**src/rtl/i2c_addr_match.sv**
```systemverilog
module i2c_addr_match #(
  parameter int FILT_LEN = 2
) (
  input  logic       clk,
  input  logic       rst_n,
  input  logic       scl_in,
  input  logic       sda_in,
  input  logic [6:0] own_addr,
  input  logic [6:0] alt_addr,
  input  logic       alt_mask,
  input  logic       gc_en,
  input  logic       promisc,
  output logic       sda_pull,
  output logic       match,
  output logic       rw,
  output logic       gcall,
  output logic       ten_hdr,
  output logic       match_pulse
);
  localparam int CW = $clog2(FILT_LEN + 1);

  typedef enum logic [1:0] {IDLE, ADDR, ACK, SKIP} st_t;

  logic [1:0] raw, s1, s2, filt, prev;
  assign raw = {scl_in, sda_in};

  always_ff @(posedge clk or negedge rst_n)
    if (!rst_n) begin
      s1 <= 2'b11;
      s2 <= 2'b11;
    end else begin
      s1 <= raw;
      s2 <= s1;
    end

  for (genvar i = 0; i < 2; i++) begin : g_filt
    logic          lvl;
    logic [CW-1:0] cnt;
    always_ff @(posedge clk or negedge rst_n)
      if (!rst_n) begin
        lvl <= 1'b1;
        cnt <= '0;
      end else if (s2[i] == lvl) begin
        cnt <= '0;
      end else if (cnt == CW'(FILT_LEN - 1)) begin
        lvl <= s2[i];
        cnt <= '0;
      end else begin
        cnt <= cnt + 1'b1;
      end
    assign filt[i] = lvl;
  end

  always_ff @(posedge clk or negedge rst_n)
    if (!rst_n) prev <= 2'b11;
    else        prev <= filt;

  logic scl, sda, start, stop, rise, fall;
  assign scl   = filt[1];
  assign sda   = filt[0];
  assign start = scl & prev[1] & prev[0] & ~sda;
  assign stop  = scl & prev[1] & ~prev[0] & sda;
  assign rise  = scl & ~prev[1];
  assign fall  = ~scl & prev[1];

  st_t        st;
  logic [3:0] nbits;
  logic [7:0] sh;
  logic [6:0] addr, diff;
  logic       prim, sec, gc_hit, take;

  assign addr   = sh[7:1];
  assign diff   = addr ^ own_addr;
  assign prim   = alt_mask ? ((diff & ~alt_addr) == 7'd0) : (diff == 7'd0);
  assign sec    = ~alt_mask & (addr == alt_addr);
  assign gc_hit = gc_en & (addr == 7'd0) & ~sh[0];
  assign take   = promisc | prim | sec | gc_hit;

  always_ff @(posedge clk or negedge rst_n)
    if (!rst_n) begin
      st          <= IDLE;
      nbits       <= '0;
      sh          <= '0;
      sda_pull    <= 1'b0;
      match       <= 1'b0;
      rw          <= 1'b0;
      gcall       <= 1'b0;
      ten_hdr     <= 1'b0;
      match_pulse <= 1'b0;
    end else begin
      match_pulse <= 1'b0;
      if (start || stop) begin
        st       <= start ? ADDR : IDLE;
        nbits    <= '0;
        sda_pull <= 1'b0;
        match    <= 1'b0;
        rw       <= 1'b0;
        gcall    <= 1'b0;
        ten_hdr  <= 1'b0;
      end else begin
        case (st)
          ADDR:
            if (rise && nbits != 4'd8) begin
              sh    <= {sh[6:0], sda};
              nbits <= nbits + 1'b1;
            end else if (fall && nbits == 4'd8) begin
              if (take) begin
                st          <= ACK;
                sda_pull    <= 1'b1;
                match       <= 1'b1;
                match_pulse <= 1'b1;
                rw          <= sh[0];
                gcall       <= gc_hit;
                ten_hdr     <= (addr[6:2] == 5'b11110);
              end else begin
                st <= SKIP;
              end
            end
          ACK:
            if (fall) begin
              sda_pull <= 1'b0;
              st       <= SKIP;
            end
          default: ;
        endcase
      end
    end


  pull_needs_match_chk: assert property (@(posedge clk) disable iff (!rst_n)
    sda_pull |-> match);


  pulse_single_chk: assert property (@(posedge clk) disable iff (!rst_n)
    match_pulse |=> !match_pulse);


  gcall_write_chk: assert property (@(posedge clk) disable iff (!rst_n)
    gcall |-> (match && !rw));


  stop_clears_chk: assert property (@(posedge clk) disable iff (!rst_n)
    stop |=> (!match && !sda_pull));


  ten_flag_chk: assert property (@(posedge clk) disable iff (!rst_n)
    ten_hdr |-> match);


  rw_hold_chk: assert property (@(posedge clk) disable iff (!rst_n)
    (match && $past(match)) |-> $stable(rw));
endmodule

```
**config.mk**
```make
export PLATFORM = sky130hd
export DESIGN_NAME = i2c_addr_match
export DESIGN_NICKNAME = d
export VERILOG_FILES = /design/src/rtl/i2c_addr_match.sv
export SDC_FILE = /design/constraint.sdc
export NUM_CORES = 1
export LEC_CHECK = 0
export BUFFER_PORTS_ARGS = -buffer_cell sky130_fd_sc_hd__clkbuf_2
export CAP_MARGIN = 25
export CORE_ASPECT_RATIO = 1.5
export CORE_UTILIZATION = 40
export DETAILED_ROUTE_END_ITERATION = 8
export PLACE_DENSITY = 0.67
export SLEW_MARGIN = 10
export SYNTH_ARGS = -nofsm -noshare
export SYNTH_HDL_FRONTEND = slang
export SYNTH_SLANG_ARGS = --single-unit
export TNS_END_PERCENT = 20
```
**constraint.sdc**
```tcl
create_clock -name clk -period 3.9 [get_ports clk]
set_input_delay 0.585 -clock clk [delete_from_list [all_inputs] [get_ports clk]]
set_output_delay 0.585 -clock clk [all_outputs]
set_load 0.01 [all_outputs]
```
==> reports/qor.log <==
[min_path] type of the most critical hold path flop to flop
[grt] largest net degree at the start of global routing 33
[synth] Synth Instances 142
[cells_and_area] Post-Layout Cell Count 216
[synth] Post-Syn Area 1570 um^2
[synth] average cell area after synthesis 11.0 um^2
[clock_tree] number of buffers on the longest clock path 2
[placed_design] GP Congestion 0.675
[cells_and_area] proportion of layout cells with a drive suffix above 1 31.2%
[grt] initial antenna violation count 0
[floorplanning] chip height 78.7 um
[synth] Seq cells post-synth 32
[synth] share of the yosys chip area belonging to registers 51.7%
[timing] least setup slack across all paths after layout 1.90 ns
[routing] post-detailed-route count of antenna-violating nets 0
[timing] total of endpoints with negative setup slack in the final report 0
[clock_tree] clk root buf clkbuf_8
[worst_setup_path] cells traversed along the worst timing path inv_1, ha_1, nand3b_1, and3b_1, nand2b_1, or3_1, a21boi_1
[worst_setup_path] Slowest-stage cell, CP or3_1
[timing] Min Hold Slack 0.359 ns
[placed_design] input/output buffers 26
[cells_and_area] area grow syn2layout 16.8%
[power_and_ir_drop] Peak supply drop 0.000333 V
[worst_setup_path] maximum single-stage delay on the critical path 0.46 ns
[worst_setup_path] endpoint arrival time on the critical path 2.20 ns
[worst_setup_path] kind of end point of the critical path flop
[grt] overall global routing resource usage 14.9%
[timing] Final Hold Fails 0
[cells_and_area] commonest non-fill, non-tap cell in the layout clkbuf_2
[placed_design] cell area after placement 1740 um^2
[clock_tree] CTS buffer count 5
[grt] first-pass GRT wire length 4470 um
[routing] via total after detailed routing 1112
[floorplanning] die boundary width 53.1 um
[cells_and_area] post-route design area 1830 um^2
[floorplanning] number of core rows 27
[synth] Yosys cell types 34
[timing] Period minus WS final 2.00 ns
[outcome] result of the run completed
[placed_design] cell total after placement 208
[worst_setup_path] launching element type of the critical path flop
[worst_setup_path] worst-path maximum fanout 16
[routing] DR DRC count 0
[timing] peak clock frequency supported by timing 0.500 GHz
[clock_tree] number of buffers inserted by post-CTS setup repair 0
[synth] count of yosys warnings during synthesis 0
[clock_tree] CTS sink cnt 32
[timing] max-slew headroom at the worst pin 48.3%
[floorplanning] Initial Utilization 42.2%
[timing] Worst Max-Slew Pin Slew 0.775 ns
[floorplanning] Die Area 4180 um^2
[synth] syn nets 165
[floorplanning] area of the placeable core 3720 um^2
[clock_tree] CTS clk-pin slew, worst paths 0.06 ns
[cells_and_area] Nets 195
[cells_and_area] Finished Core Util 49.3%
[power_and_ir_drop] areal power density over the cells 652 nW/um^2
[timing] RSZ-0062 raised after global routing false
[routing] Vias/cell 5.15
[clock_tree] clock latency on the worst-skew pair 0.28 ns
[timing] setup skew after layout 0.00359 ns
[placed_design] minimum setup slack after placement 1.80 ns
[floorplanning] top-level port count 27
[worst_setup_path] data required time of the worst path 4.10 ns
[routing] number of iterations in the first detailed-routing pass 4
[power_and_ir_drop] PnR Total Power 1.19 mW
[clock_tree] number of instances resized during post-cts repair 0
[cells_and_area] commonest cells after routing, fill and taps aside 26 x clkbuf_2, 24 x dfrtp_1, 10 x xor2_1, 10 x o21ai_0, 10 x nand2_1
[timing] sum of negative setup slack 0 ns
[clock_tree] TritonCTS clock tree done
[clock_tree] number of H-tree levels 2
[placed_design] half-perimeter wire length of the detailed placement result 2080 um
[clock_tree] Hold-fix buffers, CTS 0
[grt] number of global-route vias before repair 1095
[routing] DRT Wirelength 2700 um
[job] count of maximum capacitance violations 0
[routing] wire per inst 12.5 um
[grt] Congestion Overflow GR 0
[power_and_ir_drop] Static Leak 0.857 nW
[timing] max-slew violation count 0
[cells_and_area] number of inserted diodes 0
[worst_setup_path] Worst Setup Path Type flop to flop
[timing] final critical-path share of the clock period 51.3%
[routing] Iteration-0 DRC Markers 16
-- logic make-up after synthesis --
group / Yosys count / share of synthesized area [%]
AO/OA/AOI/OAI: 21 / 9.26
XOR/XNOR: 18 / 10.1
adder cells (fa/ha/maj): 2 / 1.60
buffers and inverters: 8 / 2.07
flip-flops: 32 / 51.7
multiplexers: 12 / 8.38
AND/OR/NAND/NOR: 49 / 16.9
-- power breakdown --
group / internal [mW] / total [mW] / leakage, nW / switching, mW
Combinational: 0.197 / 0.378 / 0.405 / 0.181
Clock: 0.140 / 0.253 / 0.0510 / 0.112
Sequential: 0.449 / 0.564 / 0.401 / 0.115
-- cell usage after synthesis (all sizes together) --
library cell | instances | area share [%]
dfrtp | 24 | 38
nand2b | 7 | 2.8
nor3b | 1 | 0.48
nor4 | 3 | 1.2
clkbuf | 1 | 0.24
nand2 | 10 | 2.4
xnor2 | 8 | 4.5
mux2 | 9 | 6.5
xor2 | 10 | 5.6
and3b | 1 | 0.56
o22ai | 1 | 0.40
a21oi | 4 | 2.0
ha | 2 | 1.6
buf | 2 | 0.64
nor3 | 1 | 0.32
a21boi | 1 | 0.48
nand3b | 1 | 0.48
dfstp | 8 | 13
o21ai | 10 | 3.2
nor2 | 6 | 1.4
or2b | 1 | 0.48
and2 | 3 | 1.2
a21o | 2 | 1.0
o311a | 1 | 0.64
o31a | 1 | 1.1
inv | 5 | 1.2
a31oi | 1 | 0.40
mux2i | 3 | 1.9
or3 | 1 | 0.40
nor2b | 5 | 2.0
nand4 | 4 | 1.6
nand3 | 5 | 1.6
-- sequential cells by signal, summed over array words and instances, names as in the netlist, 2 cells and up --
register,flops
s1,2
prev,2
nbits,4
s2,2
st,2
g_filt.cnt,4
sh,8
g_filt.lvl,2
-- worst paths after layout --
path / from / end / slack (ns) / cells after the start
min: s1[0]$_DFF_PN1_ / s2[0]$_DFF_PN1_ / 0.36 / 0
min in group asynchronous: rst_n / g_filt[1].cnt[1]$_DFF_PN0_ / 0.38 / 1
max in group asynchronous: rst_n / g_filt[0].cnt[1]$_DFF_PN0_ / 3.04 / 1
max reg2reg: nbits[0]$_DFFE_PN0P_ / nbits[3]$_DFFE_PN0P_ / 1.90 / 7
min reg2reg: s1[0]$_DFF_PN1_ / s2[0]$_DFF_PN1_ / 0.36 / 0
max: nbits[0]$_DFFE_PN0P_ / nbits[3]$_DFFE_PN0P_ / 1.90 / 7
-- worst max-delay path, delay by kind of cell, from the launching register on --
kind | cells | cell delay [ns]
compound gates | 1 | 0.15
fa+ha+maj | 1 | 0.19
buf+inv | 1 | 0.06
flops | 1 | 0.40
simple gates | 4 | 1.11
-- layer usage --
layer,track usage (%),vias to the layer above,part of all wire (%)
li1,-,549,-
met1,14.2,527,40
met2,27.3,30,53
met3,5.43,6,5.2
met4,6.32,0,1.9
met5,0,-,0
-- final cells by class --
cell class / count / area [um^2]
multi-input combinational: 102 / 724
fill: 364 / 1890
inverter: 5 / 18.8
tap: 43 / 53.8
sequential: 32 / 811
timing repair buffer: 26 / 130
clock buffer: 6 / 82.6
clock inverter: 2 / 10.0
Note: power is estimated with default switching activity, not from simulation.
